## src/rtl/pll_reprog_pkg.sv

```systemverilog
// Shared register map, field positions and sequencer states.
// Assumes a 32-bit register word and 2-bit register select.
package pll_reprog_pkg;
    localparam logic [1:0] A_CFG   = 2'd0;
    localparam logic [1:0] A_COEFF = 2'd1;
    localparam logic [1:0] A_SEL   = 2'd2;
    localparam logic [1:0] A_ODIV  = 2'd3;

    localparam int M_W  = 8;
    localparam int N_W  = 8;
    localparam int PL_W = 6;
    localparam int M_LSB  = 0;
    localparam int N_LSB  = 8;
    localparam int PL_LSB = 16;

    localparam int CFG_EN   = 0;
    localparam int CFG_PWDN = 1;
    localparam int CFG_LDO  = 4;
    localparam int CFG_LOCK = 17;
    localparam int SEL_VCO  = 0;
    localparam int ODIV_LSB = 8;
    localparam int ODIV_W   = 6;

    typedef enum logic [5:0] {
        ST_IDLE, ST_RD_COEFF, ST_RD_CFG, ST_DIV_OLD, ST_SLIDE_LO, ST_SLIDE_ONLY,
        ST_OD_RD, ST_OD_WR, ST_BYP_WAIT, ST_SEL_RD, ST_SEL_WR,
        ST_PD_RD, ST_PD_WR, ST_PD_RB, ST_PD_WAIT,
        ST_DIS_RD, ST_DIS_WR, ST_DIV_NEW, ST_COEFF_WR,
        ST_EN_RD, ST_EN_WR, ST_LDO_RD, ST_LDO_WR, ST_LOCK,
        ST_VSEL_RD, ST_VSEL_WR, ST_RST_RD, ST_RST_WAIT, ST_RST_WR1, ST_RST_WR2,
        ST_RST_RB, ST_SLIDE_UP, ST_FAIL, ST_DONE
    } seq_st_e;
endpackage

```

## src/rtl/pll_reprog_ceildiv.sv

```systemverilog
// Sequential restoring divider returning ceil(num/den), one quotient bit
// per cycle. Assumes den is non-zero; go is ignored while busy.
module pll_reprog_ceildiv #(
    parameter int NUM_W = 28,
    parameter int DEN_W = 20
) (
    input  logic             clk,
    input  logic             rst_n,
    input  logic             go,
    input  logic [NUM_W-1:0] num,
    input  logic [DEN_W-1:0] den,
    output logic             ready,
    output logic [NUM_W:0]   quo
);
    localparam int QW = NUM_W + 1;
    localparam int CW = $clog2(QW + 1);

    logic [QW-1:0]    q_q;
    logic [DEN_W-1:0] rem_q;
    logic [CW-1:0]    cnt_q;
    logic             busy_q;
    logic [DEN_W:0]   trial;
    logic [DEN_W:0]   diff;
    logic             fits;

    // Partial remainder with the next dividend bit shifted in.
    always_comb begin
        trial = {rem_q, q_q[QW-1]};
        diff  = trial - {1'b0, den};
        fits  = trial >= {1'b0, den};
    end

    // Iteration state: loads the biased dividend and shifts one bit per cycle.
    always_ff @(posedge clk) begin
        if (!rst_n) begin
            q_q    <= '0;
            rem_q  <= '0;
            cnt_q  <= '0;
            busy_q <= 1'b0;
            ready  <= 1'b0;
        end else begin
            ready <= 1'b0;
            if (go && !busy_q) begin
                q_q    <= QW'(num) + QW'(den) - QW'(1);
                rem_q  <= '0;
                cnt_q  <= CW'(QW);
                busy_q <= 1'b1;
            end else if (busy_q) begin
                q_q   <= {q_q[QW-2:0], fits};
                rem_q <= fits ? diff[DEN_W-1:0] : trial[DEN_W-1:0];
                cnt_q <= cnt_q - CW'(1);
                if (cnt_q == CW'(1)) begin
                    busy_q <= 1'b0;
                    ready  <= 1'b1;
                end
            end
        end
    end

    assign quo = q_q;
endmodule

```

## src/rtl/pll_reprog_timer.sv

```systemverilog
// Down-counting delay timer. load sets the count; expired is high once it
// has counted down to zero. Assumes len is at least 1.
module pll_reprog_timer #(
    parameter int CNT_W = 12
) (
    input  logic             clk,
    input  logic             rst_n,
    input  logic             load,
    input  logic [CNT_W-1:0] len,
    output logic             expired
);
    logic [CNT_W-1:0] cnt_q;

    // Counter: reload on request, otherwise count down and hold at zero.
    always_ff @(posedge clk) begin
        if (!rst_n)                cnt_q <= '0;
        else if (load)             cnt_q <= len;
        else if (cnt_q != '0)      cnt_q <= cnt_q - CNT_W'(1);
    end

    assign expired = (cnt_q == '0) && !load;
endmodule

```

## src/rtl/pll_reprog_seq.sv

```systemverilog
// Top-level reprogramming sequencer. Drives a register master port with
// zero-wait reads (read data valid in the access cycle) and an external
// slide engine by a go/done handshake. US_CYCLES is clocks per microsecond.
module pll_reprog_seq
    import pll_reprog_pkg::*;
#(
    parameter int US_CYCLES   = 100,
    parameter int SETTLE_US   = 2,
    parameter int LOCK_US     = 300,
    parameter int VCO_MIN_KHZ = 1000000,
    parameter int REF_W       = 20
) (
    input  logic             clk,
    input  logic             rst_n,
    input  logic             start,
    input  logic [7:0]       m_in,
    input  logic [7:0]       n_in,
    input  logic [5:0]       pl_in,
    input  logic [REF_W-1:0] ref_khz,
    output logic             done,
    output logic             err,
    output logic             reg_req,
    output logic             reg_wr,
    output logic [1:0]       reg_addr,
    output logic [31:0]      reg_wdata,
    input  logic [31:0]      reg_rdata,
    output logic             slide_go,
    output logic [7:0]       slide_ndiv,
    input  logic             slide_done,
    input  logic             slide_fail
);
    localparam int LOCK_CYC   = LOCK_US * US_CYCLES;
    localparam int SETTLE_CYC = SETTLE_US * US_CYCLES;
    localparam int TW         = $clog2(LOCK_CYC + 1);
    localparam int NUM_W      = M_W + $clog2(VCO_MIN_KHZ + 1);
    localparam int N_MAX      = (1 << N_W) - 1;

    seq_st_e          st, nxt;
    logic             allow_q, issued_q, err_q;
    logic [M_W-1:0]   tgt_m, old_m;
    logic [N_W-1:0]   tgt_n, nlo_q;
    logic [PL_W-1:0]  tgt_pl, old_pl;
    logic [REF_W-1:0] ref_q;
    logic [31:0]      rd_q;
    logic             capture;
    logic             tmr_load, tmr_exp;
    logic [TW-1:0]    tmr_len;
    logic             div_go, div_rdy;
    logic [M_W-1:0]   div_m;
    logic [NUM_W:0]   div_quo;
    logic [N_W-1:0]   div_sat;
    logic             in_slide;
    logic             busy;

    pll_reprog_ceildiv #(.NUM_W(NUM_W), .DEN_W(REF_W)) u_div (
        .clk(clk), .rst_n(rst_n), .go(div_go),
        .num(NUM_W'(div_m) * NUM_W'(VCO_MIN_KHZ)), .den(ref_q),
        .ready(div_rdy), .quo(div_quo)
    );

    pll_reprog_timer #(.CNT_W(TW)) u_tmr (
        .clk(clk), .rst_n(rst_n), .load(tmr_load), .len(tmr_len), .expired(tmr_exp)
    );

    // Minimum-VCO N, saturated to the N field width.
    assign div_sat = (div_quo > (NUM_W+1)'(N_MAX)) ? N_W'(N_MAX) : div_quo[N_W-1:0];
    assign in_slide = (st == ST_SLIDE_LO) || (st == ST_SLIDE_ONLY) || (st == ST_SLIDE_UP);
    assign busy = (st != ST_IDLE);

    // Next state, register port, slide request, timer and divider controls.
    always_comb begin
        nxt        = st;
        reg_req    = 1'b0;
        reg_wr     = 1'b0;
        reg_addr   = A_CFG;
        reg_wdata  = rd_q;
        capture    = 1'b0;
        tmr_load   = 1'b0;
        tmr_len    = TW'(SETTLE_CYC);
        div_go     = 1'b0;
        div_m      = tgt_m;
        slide_go   = in_slide && !issued_q;
        slide_ndiv = (st == ST_SLIDE_LO) ? nlo_q : tgt_n;
        done       = 1'b0;
        case (st)
            ST_IDLE:     if (start) nxt = ST_RD_COEFF;
            ST_RD_COEFF: begin
                reg_req = 1'b1; reg_addr = A_COEFF; nxt = ST_RD_CFG;
            end
            ST_RD_CFG: begin
                reg_req = 1'b1; reg_addr = A_CFG;
                if (allow_q && reg_rdata[CFG_EN]) begin
                    if (tgt_m == old_m && tgt_pl == old_pl) nxt = ST_SLIDE_ONLY;
                    else begin
                        div_go = 1'b1; div_m = old_m; nxt = ST_DIV_OLD;
                    end
                end else nxt = ST_OD_RD;
            end
            ST_DIV_OLD:  if (div_rdy) nxt = ST_SLIDE_LO;
            ST_SLIDE_LO: if (issued_q && slide_done) nxt = slide_fail ? ST_FAIL : ST_OD_RD;
            ST_SLIDE_ONLY: if (issued_q && slide_done) nxt = slide_fail ? ST_FAIL : ST_DONE;
            ST_OD_RD: begin
                reg_req = 1'b1; reg_addr = A_ODIV; capture = 1'b1; nxt = ST_OD_WR;
            end
            ST_OD_WR: begin
                reg_req = 1'b1; reg_wr = 1'b1; reg_addr = A_ODIV;
                reg_wdata[ODIV_LSB +: ODIV_W] = ODIV_W'(2);
                tmr_load = 1'b1; nxt = ST_BYP_WAIT;
            end
            ST_BYP_WAIT: if (tmr_exp) nxt = ST_SEL_RD;
            ST_SEL_RD: begin
                reg_req = 1'b1; reg_addr = A_SEL; capture = 1'b1; nxt = ST_SEL_WR;
            end
            ST_SEL_WR: begin
                reg_req = 1'b1; reg_wr = 1'b1; reg_addr = A_SEL;
                reg_wdata[SEL_VCO] = 1'b0; nxt = ST_PD_RD;
            end
            ST_PD_RD: begin
                reg_req = 1'b1; capture = 1'b1;
                nxt = reg_rdata[CFG_PWDN] ? ST_PD_WR : ST_DIS_RD;
            end
            ST_PD_WR: begin
                reg_req = 1'b1; reg_wr = 1'b1;
                reg_wdata[CFG_PWDN] = 1'b0; nxt = ST_PD_RB;
            end
            ST_PD_RB: begin
                reg_req = 1'b1; tmr_load = 1'b1; nxt = ST_PD_WAIT;
            end
            ST_PD_WAIT: if (tmr_exp) nxt = ST_DIS_RD;
            ST_DIS_RD: begin
                reg_req = 1'b1; capture = 1'b1; nxt = ST_DIS_WR;
            end
            ST_DIS_WR: begin
                reg_req = 1'b1; reg_wr = 1'b1; reg_wdata[CFG_EN] = 1'b0;
                div_go = allow_q;
                nxt = allow_q ? ST_DIV_NEW : ST_COEFF_WR;
            end
            ST_DIV_NEW: if (div_rdy) nxt = ST_COEFF_WR;
            ST_COEFF_WR: begin
                reg_req = 1'b1; reg_wr = 1'b1; reg_addr = A_COEFF;
                reg_wdata = '0;
                reg_wdata[M_LSB +: M_W]   = tgt_m;
                reg_wdata[N_LSB +: N_W]   = allow_q ? nlo_q : tgt_n;
                reg_wdata[PL_LSB +: PL_W] = tgt_pl;
                nxt = ST_EN_RD;
            end
            ST_EN_RD: begin
                reg_req = 1'b1; capture = 1'b1; nxt = ST_EN_WR;
            end
            ST_EN_WR: begin
                reg_req = 1'b1; reg_wr = 1'b1; reg_wdata[CFG_EN] = 1'b1; nxt = ST_LDO_RD;
            end
            ST_LDO_RD: begin
                reg_req = 1'b1; capture = 1'b1;
                if (reg_rdata[CFG_LDO]) nxt = ST_LDO_WR;
                else begin
                    tmr_load = 1'b1; tmr_len = TW'(LOCK_CYC); nxt = ST_LOCK;
                end
            end
            ST_LDO_WR: begin
                reg_req = 1'b1; reg_wr = 1'b1; reg_wdata[CFG_LDO] = 1'b0;
                tmr_load = 1'b1; tmr_len = TW'(LOCK_CYC); nxt = ST_LOCK;
            end
            ST_LOCK: begin
                reg_req = 1'b1;
                if (reg_rdata[CFG_LOCK]) nxt = ST_VSEL_RD;
                else if (tmr_exp)        nxt = ST_FAIL;
            end
            ST_VSEL_RD: begin
                reg_req = 1'b1; reg_addr = A_SEL; capture = 1'b1; nxt = ST_VSEL_WR;
            end
            ST_VSEL_WR: begin
                reg_req = 1'b1; reg_wr = 1'b1; reg_addr = A_SEL;
                reg_wdata[SEL_VCO] = 1'b1; nxt = ST_RST_RD;
            end
            ST_RST_RD: begin
                reg_req = 1'b1; reg_addr = A_ODIV; capture = 1'b1;
                if (reg_rdata[ODIV_LSB +: ODIV_W] != '0) begin
                    tmr_load = 1'b1; nxt = ST_RST_WAIT;
                end else nxt = allow_q ? ST_SLIDE_UP : ST_DONE;
            end
            ST_RST_WAIT: if (tmr_exp) nxt = ST_RST_WR1;
            ST_RST_WR1, ST_RST_WR2: begin
                reg_req = 1'b1; reg_wr = 1'b1; reg_addr = A_ODIV;
                reg_wdata[ODIV_LSB +: ODIV_W] = '0;
                nxt = (st == ST_RST_WR1) ? ST_RST_WR2 : ST_RST_RB;
            end
            ST_RST_RB: begin
                reg_req = 1'b1; reg_addr = A_ODIV;
                nxt = allow_q ? ST_SLIDE_UP : ST_DONE;
            end
            ST_SLIDE_UP: if (issued_q && slide_done) nxt = slide_fail ? ST_FAIL : ST_DONE;
            ST_FAIL:     nxt = allow_q ? ST_RD_COEFF : ST_DONE;
            ST_DONE: begin
                done = 1'b1; nxt = ST_IDLE;
            end
            default:     nxt = ST_IDLE;
        endcase
    end

    // Sequencer state, latched targets, read captures and outcome.
    always_ff @(posedge clk) begin
        if (!rst_n) begin
            st       <= ST_IDLE;
            allow_q  <= 1'b1;
            issued_q <= 1'b0;
            err_q    <= 1'b0;
            tgt_m    <= '0;
            tgt_n    <= '0;
            tgt_pl   <= '0;
            ref_q    <= '0;
            old_m    <= '0;
            old_pl   <= '0;
            nlo_q    <= '0;
            rd_q     <= '0;
        end else begin
            st       <= nxt;
            issued_q <= in_slide && (nxt == st);
            if (st == ST_IDLE && start) begin
                tgt_m   <= m_in;
                tgt_n   <= n_in;
                tgt_pl  <= pl_in;
                ref_q   <= ref_khz;
                allow_q <= 1'b1;
            end
            if (st == ST_FAIL) allow_q <= 1'b0;
            if (st == ST_RD_COEFF) begin
                old_m  <= reg_rdata[M_LSB +: M_W];
                old_pl <= reg_rdata[PL_LSB +: PL_W];
            end
            if (capture) rd_q <= reg_rdata;
            if (div_rdy) nlo_q <= div_sat;
            if (nxt == ST_DONE && st != ST_DONE) err_q <= (st == ST_FAIL);
        end
    end

    assign err = err_q;
endmodule

```

## config.mk

```make
export PLATFORM = sky130hd
export DESIGN_NAME = pll_reprog_seq
export DESIGN_NICKNAME = d
export VERILOG_FILES = /design/src/rtl/pll_reprog_pkg.sv /design/src/rtl/pll_reprog_ceildiv.sv /design/src/rtl/pll_reprog_timer.sv /design/src/rtl/pll_reprog_seq.sv
export SDC_FILE = /design/constraint.sdc
export NUM_CORES = 1
export LEC_CHECK = 0
export ABC_AREA = 1
export BUFFER_PORTS_ARGS = -buffer_cell sky130_fd_sc_hd__clkbuf_2
export CAP_MARGIN = 20
export CELL_PAD_IN_SITES_DETAIL_PLACEMENT = 1
export CELL_PAD_IN_SITES_GLOBAL_PLACEMENT = 2
export CORE_MARGIN = 2
export CORE_UTILIZATION = 30
export DETAILED_ROUTE_END_ITERATION = 8
export PLACE_DENSITY = 0.78
export REMOVE_ABC_BUFFERS = 1
export SYNTH_ARGS = -nofsm -noshare
export SYNTH_HDL_FRONTEND = slang
export SYNTH_SLANG_ARGS = --single-unit
```

## constraint.sdc

```tcl
create_clock -name clk -period 8.05 [get_ports clk]
set_clock_uncertainty 0.2 [all_clocks]
set_input_delay 2.415 -clock clk [delete_from_list [all_inputs] [get_ports clk]]
set_output_delay 2.415 -clock clk [all_outputs]
set_load 0.02 [all_outputs]
```

### After elaboration in Yosys (flattened, before gate mapping)

Cells that the tools add are included.

| word-level totals | value |
|---|---|
| flip-flop bits (word level) | 176 |
| bits in latches | 0 |
| RAM bits | 0 |
| memory bits (read-only) | 0 |
| bits of input ports | 79 |
| logic and storage cells | 163 |
| memories kept | 0 |

| cells by class | value |
|---|---|
| add/subtract/negate cells | 5 |
| $mul | 1 |
| divide/modulo/power cells | 0 |
| magnitude comparators | 2 |
| equal/unequal tests | 39 |
| shift-type cells | 0 |
| mux-type cells | 61 |
| bitwise gates (word level) | 2 |
| reductions and logical operators | 34 |

Operators by type and width:

| cell | number |
|---|---|
| one-hot mux 6 bit (31 select lines) | 1 |
| equality test 6 x 5 -> 1 bit, second input constant | 16 |
| 2-to-1 mux 6 bit | 15 |
| 2-to-1 mux 29 bit | 2 |
| equality test 6 x 4 -> 1 bit, second input constant | 8 |
| 2-to-1 mux 8 bit | 6 |
| 2-to-1 mux 15 bit | 3 |
| one-hot mux 15 bit (2 select lines) | 1 |
| adder 28 x 20 -> 29 bit | 1 |
| greater-than comparator 29 x 8 -> 1 bit, second input constant | 1 |
| subtractor 29 x 1 -> 29 bit, second input constant | 1 |
| equality test 6 x 3 -> 1 bit, second input constant | 4 |
| OR reduction 23 bit | 1 |
| multiplier 8 x 14 -> 22 bit, second input constant | 1 |
| greater-or-equal comparator 21 x 20 -> 1 bit | 1 |
| 2-to-1 mux 20 bit | 1 |
| subtractor 20 bit | 1 |
| equality test 6 bit, second input constant | 3 |
| 2-to-1 mux 18 bit | 1 |
| one-hot mux 6 bit (3 select lines) | 1 |
| 2-to-1 mux 1 bit | 16 |
| zero test 15 bit | 1 |
| nonzero test 15 bit | 1 |
| subtractor 15 x 1 -> 15 bit, second input constant | 1 |
| other kinds (26) | 56 |

### Logic depth before layout (Yosys ltp)

Gate-level depths: netlist (run 1).

| logic depth | value |
|---|---|
| depth in word-level cells | 10 |
| gate-level depth with buffers | 40 |
| mapped depth without buffers | 39 |

### Cells and area by module

From an unflattened synthesis (run 1), not the netlist that was laid out.

| second synthesis, totals | value |
|---|---|
| cell total of the unflattened synthesis | 2273 |
| area total of the unflattened synthesis | 14425.1 µm² |

By module, submodules not included:

| module | times used | cells an instance | area each (µm²) |
|---|---|---|---|
| pll_reprog_seq | 1 | 1069 | 7221.9 |
| pll_reprog_ceildiv | 1 | 1038 | 6163.4 |
| pll_reprog_timer | 1 | 166 | 1039.7 |

### Worst setup path after synthesis (run 1)

Ideal clock, no wire load.

| timing path | value |
|---|---|
| kind | input to register |
| start point | input reg_rdata[0] |
| end point | register u_div.q_q[25] (netlist: u_div.quo[25]) |
| data arrival time | 7.474 ns |
| slack | 0.257 ns |
| stages on the path | 28 |
| path buffers | 1 |
| path through | nand2_1 -> nor2_4 -> nand2_4 -> clkbuf_1 -> o21ai_0 -> inv_1 -> fa_1 -> ha_1 -> fa_1 -> inv_1 -> fa_1 -> inv_1 -> ha_1 -> nand2_1 -> inv_1 -> nand2_1 -> nand2_1 -> a31o_2 -> xor2_1 -> inv_1 -> ha_1 -> a21oi_1 -> o21ai_0 -> a21oi_1 -> nand3_1 -> or2_2 -> nand3_1 -> a21oi_1 |

| on the way | value |
|---|---|
| cells in the longest elaborated chain, start to end | 7 |

RTL lines:

| what | RTL line | text |
|---|---|---|
| from (decl) | pll_reprog_seq.sv:26 | `input logic [31:0] reg_rdata,` |
| logical AND 1 bit (*) | pll_reprog_seq.sv:92 | `if (allow_q && reg_rdata[CFG_EN]) begin` |
| 2-to-1 mux 8 bit | pll_reprog_seq.sv:92 |  |
| 2-to-1 mux 8 bit | pll_reprog_seq.sv:85 | `case (st)` |
| multiplier 8 x 14 -> 22 bit | pll_reprog_seq.sv:57 | `.num(NUM_W'(div_m) * NUM_W'(VCO_MIN_KHZ)), .den(ref_q),` |
| adder 28 x 20 -> 29 bit | pll_reprog_ceildiv.sv:44 | `q_q <= QW'(num) + QW'(den) - QW'(1);` |
| subtractor 29 x 1 -> 29 bit | pll_reprog_ceildiv.sv:44 |  |
| 2-to-1 mux 29 bit | pll_reprog_ceildiv.sv:43 | `if (go && !busy_q) begin` |
| to (signal assigned) | pll_reprog_ceildiv.sv:44 |  |
| to (signal assigned) | pll_reprog_ceildiv.sv:49 | `q_q <= {q_q[QW-2:0], fits};` |
| to (decl) | pll_reprog_ceildiv.sv:18 | `logic [QW-1:0] q_q;` |

Mark *: on every way between the ends. The rest lies on a longest branch, timed or not.
A chain may end at the register's enable or synchronous reset.

### Worst setup path in the final report (run 1)

Ends and elaborated chain as after synthesis.

==> run metrics, run 1 <==
status=complete, no violations; GRT Resource Usage Total=20.5%; slew margin rel.=42.7%; die footprint=0.0460 mm^2; clk sinks=between 150 and 200; via count=about 14000; First-pass DRT Iterations=4; syn_area_per_cell=6.54 um^2; Post-Synth XOR/XNOR Area=3.75%; GR Overflow Total=0; final core occ=35.1%; fmax=131 MHz; drt wl/cell=16.6 um; max cap viols=0; total core area=0.0440 mm^2; Crit Path Class=in -> reg; CP Launch Point=reg_rdata[0]; Max FO, Critical Path=12; R2R setup slack=between 1500 and 2000 ps; Setup Viol. Count Final=0; height of the die=215 um; pin count of the biggest net entering global routing=134; final slew viol count=0; Async SR Flop Fraction=0%; initial DRC count=508; largest family of logic cells by synthesized area=simple AND/OR/NAND/NOR gates; post-synthesis adder-cell area fraction=approximately 14%; CTS tree=yes; critical path capture point type=flop; Clock transition at path regs=about 80 ps; Least-Margin Pin Slew=857 ps; # hold bufs at CTS=0; CP Data Required Time=8220 ps; RR Endpoint=u_div.quo[25]; CP max stage cell=fa_1; Die X-Extent=215 um; clk buf depth=2; mux contribution to synthesized area=0.0752%; initial antenna violation count=0; cells after synthesis=2034; fill count=5775; total wire length=46.0 mm; Worst Setup EP=u_div.quo[25]; Synth warnings=0; pre-CTS setup slack=-209 ps; fin crit period=between 7000 and 8000 ps; compound-cell area share of the yosys netlist=about a fifth; final worst-path cycle share=95.0%; Largest stage delay, worst path=540 ps; CTS H-tree lvls=4; HPWL after DPL=36.7 mm; proportion of layout cells with a drive suffix above 1=11.8%; Hold WC Path Type=reg -> reg; number of buffers created by CTS=17; Seq/Total Area, Yosys=a little over a quarter; number of global-route vias before repair=14600; Mapped Area=0.0133 mm^2; fin nets=2386; DRC Markers=0; I/O pin count=126; clk root buf=clkbuf_16; setup ws final=400 ps; Setup TNS=0 ps; final hold violation count=0; critical path startpoint category=primary input; Inserted Diodes=0; Post-synth EDFFs=0; Post-Synth Simple-Gate Area=between 20% and 30%; # rows=77; post-route ant nets=0; FF+latch count, synth=176; Starting Density=approximately 30%; Yosys cell types=50; worst-skew pair later-pin latency=roughly 490 ps; vias per cell=4.93; global-route wire length before repair=around 76 mm; Placer Congestion=0.902; ys flop type=dfxtp_1; Worst R2R Path Depth=34; Crit Reg-Reg Startpoint=old_m[2]; Port Buffers=125; WP data arrival=7820 ps; synth-to-layout area growth=16.3%
placed cells by master, fill, tap and decap left out, drive strengths merged, types with 2 or more instances in the layout:
cell type	count
nand2	409
inv	320
nor2	228
o21ai	215
dfxtp	176
a21oi	176
clkbuf	143
ha	118
nand3	97
buf	57
nand4	29
xor2	29
xnor2	28
nor3	26
fa	19
a31oi	18
o211ai	16
o21bai	10
nor4	9
o22ai	8
clkinv	7
or2	5
o21a	5
a21o	4
nand3b	4
o221ai	4
a21boi	3
a211oi	3
a31o	2
nor4b	2
nand2b	2
bufinv	2
worst min-delay path by stage:
stage / slack [ps] / startpoint / depth (start not counted) / endpoint
floorplan: 240 / old_pl[2] / 2 / old_pl[2]
global placement: 260 / old_pl[2] / 2 / old_pl[2]
detailed placement: 270 / old_pl[2] / 2 / old_pl[2]
CTS: 280 / old_pl[2] / 2 / old_pl[2]
global route: 300 / old_pl[3] / 2 / old_pl[3]
finish: 280 / old_pl[2] / 2 / old_pl[2]
registers in the layout (all words and copies together) (netlist names):
register / cells
u_div.cnt_q: 5
old_pl: 6
ref_q: 20
u_div.busy_q: 1
tgt_pl: 6
st: 6
issued_q: 1
u_div.quo: 29
nlo_q: 8
err: 1
u_div.rem_q: 20
u_tmr.cnt_q: 15
tgt_n: 8
old_m: 8
allow_q: 1
tgt_m: 8
u_div.ready: 1
rd_q: 32
cell usage after synthesis (3+ instances only):
cell type	instances	area (um^2)
a31oi_1	18	113
nor2_1	219	822
xor2_1	29	254
ha_1	118	1480
o211ai_1	16	120
xnor2_1	28	245
fa_1	19	380
nand3b_1	4	30.0
nand2_2	5	31.3
clkbuf_1	42	158
nor2_2	7	43.8
or2_2	5	31.3
o21a_1	5	37.5
inv_2	11	41.3
buf_2	19	95.1
inv_1	305	1140
dfxtp_1	176	3520
nand2_1	403	1510
o21ai_0	212	1060
nand3_2	3	30.0
nor3_1	24	120
nand3_1	94	470
o21bai_1	10	75.1
o22ai_1	8	50.1
a21o_1	4	30.0
o221ai_1	4	35.0
a21boi_0	3	22.5
nor4_1	9	56.3
a211oi_1	3	22.5
a21oi_1	175	876
nand4_1	29	181
metrics by stage:
stage | instance area [um^2] | hold slack (ps) | instances
floorplan | 13000 | 243 | 1970
detailed placement | 14800 | 266 | 2738
finish | 15500 | 275 | 2774
global route | 15500 | 301 | 2774
global placement | 14800 | 257 | 2738
CTS | 15400 | 277 | 2769
critical path, delay by kind of cell:
kind	cells	cell delay, ps
buf+inv	9	920
simple gates	10	1120
compound gates	6	900
fa+ha+maj	6	2290
xor+xnor	1	170
cell type report:
type | instances | area, um^2 | share of cell area [%]
multi-input combinational | 1476 | 8360 | 54.0
sequential | 176 | 3520 | 22.8
inverter | 318 | 1190 | 7.71
timing repair buffer | 181 | 1060 | 6.88
tap | 592 | 741 | 4.79
clock buffer | 19 | 443 | 2.86
clock inverter | 12 | 153 | 0.986
repair_timing:
action,4_1_cts,5_1_grt
endpoints found under the setup margin,0,7
setup buffers,0,5
hold endpoints to repair,0,0
resized for setup,0,9
cell families (layout without fill, tap and decap cells):
family          Yosys count  count (layout)
simple gates            814             814
compound gates          467             467
buf+inv                 382             530
flops                   176             176
fa+ha+maj               137             137
xor+xnor                 57              57
mux                       1               1
layer usage:
metal,vias up,global-route usage (%),share of wire [%]
li1,6924,-,-
met1,6536,25.7,47
met2,175,36.6,49
met3,52,2.88,2.6
met4,0,5.72,1.8
met5,-,0,0
Power of run 1 is not shown: default switching activity piles up to over one toggle a cycle in this logic, so the estimate is an artifact.
==> run 2, diff against run 1 <==
Settings changed: CORE_UTILIZATION 30 to 31, CTS_BUF_LIST set to sky130_fd_sc_hd__clkbuf_2, PLACE_DENSITY 0.78 to 0.8, RECOVER_POWER set to 50.
==> run 2 against run 1 <==
- the flow now finishes with violations (capacitance limit, slew limit)
- global-route usage grew 0.28 points
- sequential cell count unchanged
- die area fell by 3.2%
- worst hold slack improved by 27 ps
- design area shrank 3.5%
- cell count is 2.1% lower
- utilization is 0.30 points higher
- clock-buffer cell count unchanged
- via count down 1.6%
- non-clock buffer count decreased by 9
==> run metrics, run 2 (synthesis results as in run 1) <==
pin count of the biggest net entering global routing=96 (was 134); Hold WC Path Type=reg -> reg (unchanged); final slew viol count=136 (was 0); Worst Path Buf+Inv=5 (was 9); proportion of layout cells with a drive suffix above 1=11.1% (was 11.8%); HPWL after DPL=36.3 mm (was 36.7 mm); hold depth=2 (unchanged); Post-CTS Setup Bufs=0 (unchanged); Least-Margin Pin Slew=3930 ps (was 857 ps); global-route wire length before repair=73.6 mm (was 76.2 mm); final hold violation count=0 (unchanged); CP Data Required Time=8690 ps (was 8220 ps); crit-path leading delay family=adder cells (unchanged); Placer Congestion=0.886 (was 0.902); critical path startpoint category=primary input (unchanged); max reg flops=32 (unchanged); Clock transition at path regs=310 ps (was 80 ps); synth-to-layout area growth=12.3% (was 16.3%); Crit Path Class=in -> reg (unchanged); number of buffers created by CTS=17 (unchanged); GR Overflow Total=0 (unchanged); Die X-Extent=211 um (was 215 um); CP max stage cell=fa_1 (unchanged); clk buf depth=2 (unchanged); Worst R2R Path Depth=33 (was 34); DRC Markers=0 (unchanged); critical path capture point type=flop (unchanged); Port Buffers=125 (unchanged); total wire length=45.4 mm (was 46.0 mm); # hold bufs at CTS=0 (unchanged); CTS H-tree lvls=4 (unchanged); WP data arrival=8010 ps (was 7820 ps); failing checks=capacitance limit, slew limit; status=finished with violations (was complete, no violations); max cap viols=2 (was 0); fin nets=2377 (was 2386); height of the die=211 um (was 215 um); fmax=136 MHz (was 131 MHz); Largest Register=rd_q (unchanged); PostCTS Resize Cnt=0 (unchanged); Worst path most repeated cell=nand2_1; worst-skew pair later-pin latency=930 ps (was 490 ps); fin crit period=7380 ps (was 7650 ps); fill count=5538 (was 5775); WP depth=30 (was 32); Crit Reg-Reg Startpoint=tgt_m[3] (was old_m[2]); initial antenna violation count=1 (was 0); I/O pin count=126 (unchanged); R2R setup slack=1290 ps (was 1540 ps); via count=13500 (was 13700); slew margin rel.=-162% (was 42.7%); clk sinks=176 (unchanged); number of global-route vias before repair=14000 (was 14600); drt wl/cell=16.7 um (was 16.6 um); GRT Resource Usage Total=20.8% (was 20.5%); # rows=75 (was 77); CP Launch Point=reg_rdata[0] (unchanged); RSZ-0062 raised after global routing=false; Setup Viol. Count Final=0 (unchanged); die footprint=0.0446 mm^2 (was 0.0460 mm^2); vias per cell=4.96 (was 4.93); commonest cells after routing, fill and taps aside=nand2_1 (403), inv_1 (305), nor2_1 (219) (was nand2_1 (403), inv_1 (305), nor2_1 (218)); Worst Setup EP=u_div.quo[25] (unchanged); RR Endpoint=u_div.quo[25] (unchanged); post-route ant nets=0 (unchanged); final worst-path cycle share=91.6% (was 95.0%); Hold Slack=302 ps (was 275 ps); First-pass DRT Iterations=4 (unchanged); total core area=0.0421 mm^2 (was 0.0440 mm^2); initial DRC count=472 (was 508); clk root buf=clkbuf_2 (was clkbuf_16); Max FO, Critical Path=12 (unchanged); Starting Density=31.6% (was 30.2%); commonest non-fill, non-tap cell in the layout=nand2_1 (unchanged); CTS tree=yes (unchanged); Largest stage delay, worst path=570 ps (was 540 ps)
run 2: cell count changes in the layout (fill, tap and decap cells not counted), sizes merged:
cell / previous run / this run
buf: 57 / 45
clkbuf: 143 / 146
clkinvlp: 1 / 2
inv: 320 / 321
diode: 0 / 2
bufinv: 2 / 1
run 2: how the worst min path moves through the flow:
stage	end	slack (ps)	startpoint
3_3_place_gp	old_pl[2]	260	old_pl[2]
2_1_floorplan	old_pl[2]	240	old_pl[2]
3_5_place_dp	old_pl[5]	270	old_pl[5]
6_report	old_pl[5]	300	old_pl[5]
5_1_grt	old_pl[5]	320	old_pl[5]
4_1_cts	old_pl[5]	300	old_pl[5]
run 2: worst register-to-register path: cells and delay by family, from the launching register on:
| kind | cells | cell delay [ps] |
|---|---|---|
| fa+ha+maj | 6 | 2650 |
| simple gates | 16 | 1940 |
| buf+inv | 5 | 640 |
| compound gates | 6 | 840 |
| flops | 1 | 380 |
run 2: layout make-up:
class | count | area, um^2 | area share, %
Clock inverter | 13 | 149 | 0.997
Clock buffer | 19 | 95.1 | 0.637
Antenna cell | 2 | 5.00 | 0.0335
Tap cell | 539 | 674 | 4.52
Timing Repair Buffer | 172 | 970 | 6.49
Multi-Input combinational cell | 1476 | 8330 | 55.7
Sequential cell | 176 | 3520 | 23.6
Inverter | 318 | 1190 | 7.99
run 2: layer usage:
| metal | wire, um | up-vias | track usage, % |
|---|---|---|---|
| li1 | - | 6898 | - |
| met3 | 1160 | 41 | 2.74 |
| met2 | 21700 | 153 | 36.6 |
| met5 | 0 | - | 0 |
| met4 | 847 | 0 | 5.63 |
| met1 | 21700 | 6376 | 26.6 |
run 2: metrics by stage:
step / TNS (ps) / util, % / instance area, um^2 / instances / setup WS, ps
2_1_floorplan: 0 / - / 13000 / 1970 / 272
3_3_place_gp: 0 / 34.9 / 14700 / 2681 / 18.5
3_5_place_dp: -772 / 34.9 / 14700 / 2681 / -171
4_1_cts: 0 / 35.5 / 15000 / 2713 / 874
5_1_grt: 0 / 35.4 / 14900 / 2714 / 208
6_report: 0 / 35.4 / 14900 / 2715 / 672
Power of run 2 is left out for the same reason.
==> run 3, diff against run 2 <==
Settings changed: PLACE_DENSITY 0.8 to not set, PLACE_DENSITY_LB_ADDON set to 0.05.
==> run 3 against run 2 <==
- the run still ends with capacitance limit, slew limit left
- clock-buffer cell count down 2
- register-to-register slack improved by 100 ps
- first-iteration DRC count is 13% higher
- highest routed layer is now met5
- design area about the same
- critical path depth shrank 2
- cell count barely moved
- fmax increased by 0.75%
- sequential share of layout area hardly changed
- die area unchanged
==> run metrics, run 3 (synthesis results as in run 1) <==
status=finished with violations (unchanged); failing checks=capacitance limit, slew limit (unchanged); commonest non-fill, non-tap cell in the layout=nand2_1 (unchanged); First-pass DRT Iterations=4 (unchanged); proportion of layout cells with a drive suffix above 1=11.1% (about the same); total core area=0.0421 mm^2 (unchanged); clk buf depth=2 (unchanged); WP data arrival=7920 ps (was 8010 ps); RR Endpoint=u_div.quo[25] (unchanged); Port Buffers=125 (unchanged); commonest cells after routing, fill and taps aside=nand2_1 (403), inv_1 (305), nor2_1 (219) (unchanged); CP Launch Point=reg_rdata[0] (unchanged); Post-CTS Setup Bufs=0 (unchanged); Hold WC Path Type=reg -> reg (unchanged); initial antenna violation count=3 (was 1); final hold violation count=0 (unchanged); Clock transition at path regs=310 ps (about the same); # rows=75 (unchanged); via count=13400 (was 13500); drt wl/cell=17.0 um (was 16.7 um); CP Data Required Time=8640 ps (was 8690 ps); Die X-Extent=211 um (unchanged); synth-to-layout area growth=12.2% (was 12.3%); critical path startpoint category=primary input (unchanged); CTS H-tree lvls=4 (unchanged); Met3 Wirelength=996 um (was 1.16 mm); post-route ant nets=0 (unchanged); DRC Markers=0 (unchanged); global-route wire length before repair=74.9 mm (was 73.6 mm); Setup TNS=0 ps (unchanged); GR Overflow Total=0 (unchanged); initial DRC count=535 (was 472); # hold bufs at CTS=0 (unchanged); PostCTS Resize Cnt=0 (unchanged); Max FO, Critical Path=13 (was 12); slew margin rel.=-93.4% (was -162%); total wire length=46.0 mm (was 45.4 mm); I/O pin count=126 (unchanged); Setup Viol. Count Final=0 (unchanged); vias per cell=4.95 (was 4.96); wl on met1=22.3 mm (was 21.7 mm); Worst R2R Path Depth=30 (was 33); RSZ-0062 raised after global routing=false (unchanged); GRT Resource Usage Total=21.3% (was 20.8%); fin nets=2377 (unchanged); number of buffers created by CTS=17 (unchanged); Least-Margin Pin Slew=2900 ps (was 3930 ps); Largest Register=rd_q (unchanged); final worst-path cycle share=91.0% (was 91.6%); HPWL after DPL=37.0 mm (was 36.3 mm); Placed Area=0.0147 mm^2 (about the same); critical path capture point type=flop (unchanged); post-route insts no fill=2714 (was 2715); fmax=137 MHz (was 136 MHz); Crit Path Class=in -> reg (unchanged); R2R setup slack=1390 ps (was 1290 ps); clk root buf=clkbuf_2 (unchanged); die footprint=0.0446 mm^2 (unchanged); CTS tree=yes (unchanged); fill count=5516 (was 5538); max reg flops=32 (unchanged); Design Area, Final=0.0149 mm^2 (about the same); Crit Reg-Reg Startpoint=st[3] (was tgt_m[3]); height of the die=211 um (unchanged); max cap viols=2 (unchanged); clk sinks=176 (unchanged); pin count of the biggest net entering global routing=74 (was 96); number of global-route vias before repair=13900 (was 14000); fin crit period=7320 ps (was 7380 ps); Worst Setup EP=u_div.quo[25] (unchanged); Placer Congestion=0.895 (was 0.886); Starting Density=31.6% (unchanged); Cells after DPL=2681 (unchanged); met2 wire len=21.9 mm (was 21.7 mm); worst-skew pair later-pin latency=900 ps (was 930 ps); final slew viol count=136 (unchanged); max layer used=met5 (was met4)
run 3: layout make-up:
class,instances,area (um^2),share of cell area [%]
Clock buffer,17,85.1,0.570
Inverter,318,1190,8.00
Tap cell,539,674,4.52
Timing Repair Buffer,172,973,6.52
Multi-Input combinational cell,1476,8320,55.8
Antenna cell,2,5.00,0.0335
Clock inverter,14,149,0.997
Sequential cell,176,3520,23.6
run 3: metrics by stage:
| stage | utilization (%) | worst slack [ps] | hold slack [ps] |
|---|---|---|---|
| 3_5_place_dp | 34.9 | -155 | 269 |
| 5_1_grt | 35.4 | 343 | 320 |
| 3_3_place_gp | 34.9 | -1.32 | 258 |
| 2_1_floorplan | - | 272 | 243 |
| 4_1_cts | 35.4 | 829 | 296 |
| 6_report | 35.4 | 727 | 295 |
run 3: how the worst min path moves through the flow:
stage | start | end | slack, ps | depth (start not counted)
3_5_place_dp | old_pl[2] | old_pl[2] | 270 | 2
5_1_grt | old_pl[2] | old_pl[2] | 320 | 2
3_3_place_gp | old_pl[3] | old_pl[3] | 260 | 2
4_1_cts | old_pl[2] | old_pl[2] | 300 | 2
2_1_floorplan | old_pl[2] | old_pl[2] | 240 | 2
6_report | old_pl[2] | old_pl[2] | 290 | 2
run 3: critical path, cell delays in order:
cell and delay [ps]:
clkbuf_2 90, nand2_1 90, nor2_4 160, nand2_4 120, o21ai_0 410, inv_1 150
fa_1 510, ha_1 340, fa_1 520, inv_1 60, fa_1 530, inv_1 40
ha_1 320, nand2_1 100, inv_1 60, nand2_1 60, nand2_1 60, a31o_2 220
xor2_1 180, inv_1 70, ha_1 350, a21oi_1 200, o21ai_0 110, a21oi_1 130
nand3_1 160, or2_2 320, nand3_1 70, a21oi_1 60
run 3: routing by layer:
| layer | up-vias | GRT usage, % |
|---|---|---|
| met4 | 2 | 5.10 |
| met5 | - | 0 |
| li1 | 6889 | - |
| met2 | 142 | 37.1 |
| met3 | 41 | 2.85 |
| met1 | 6371 | 27.8 |
Power of run 3 is left out for the same reason.
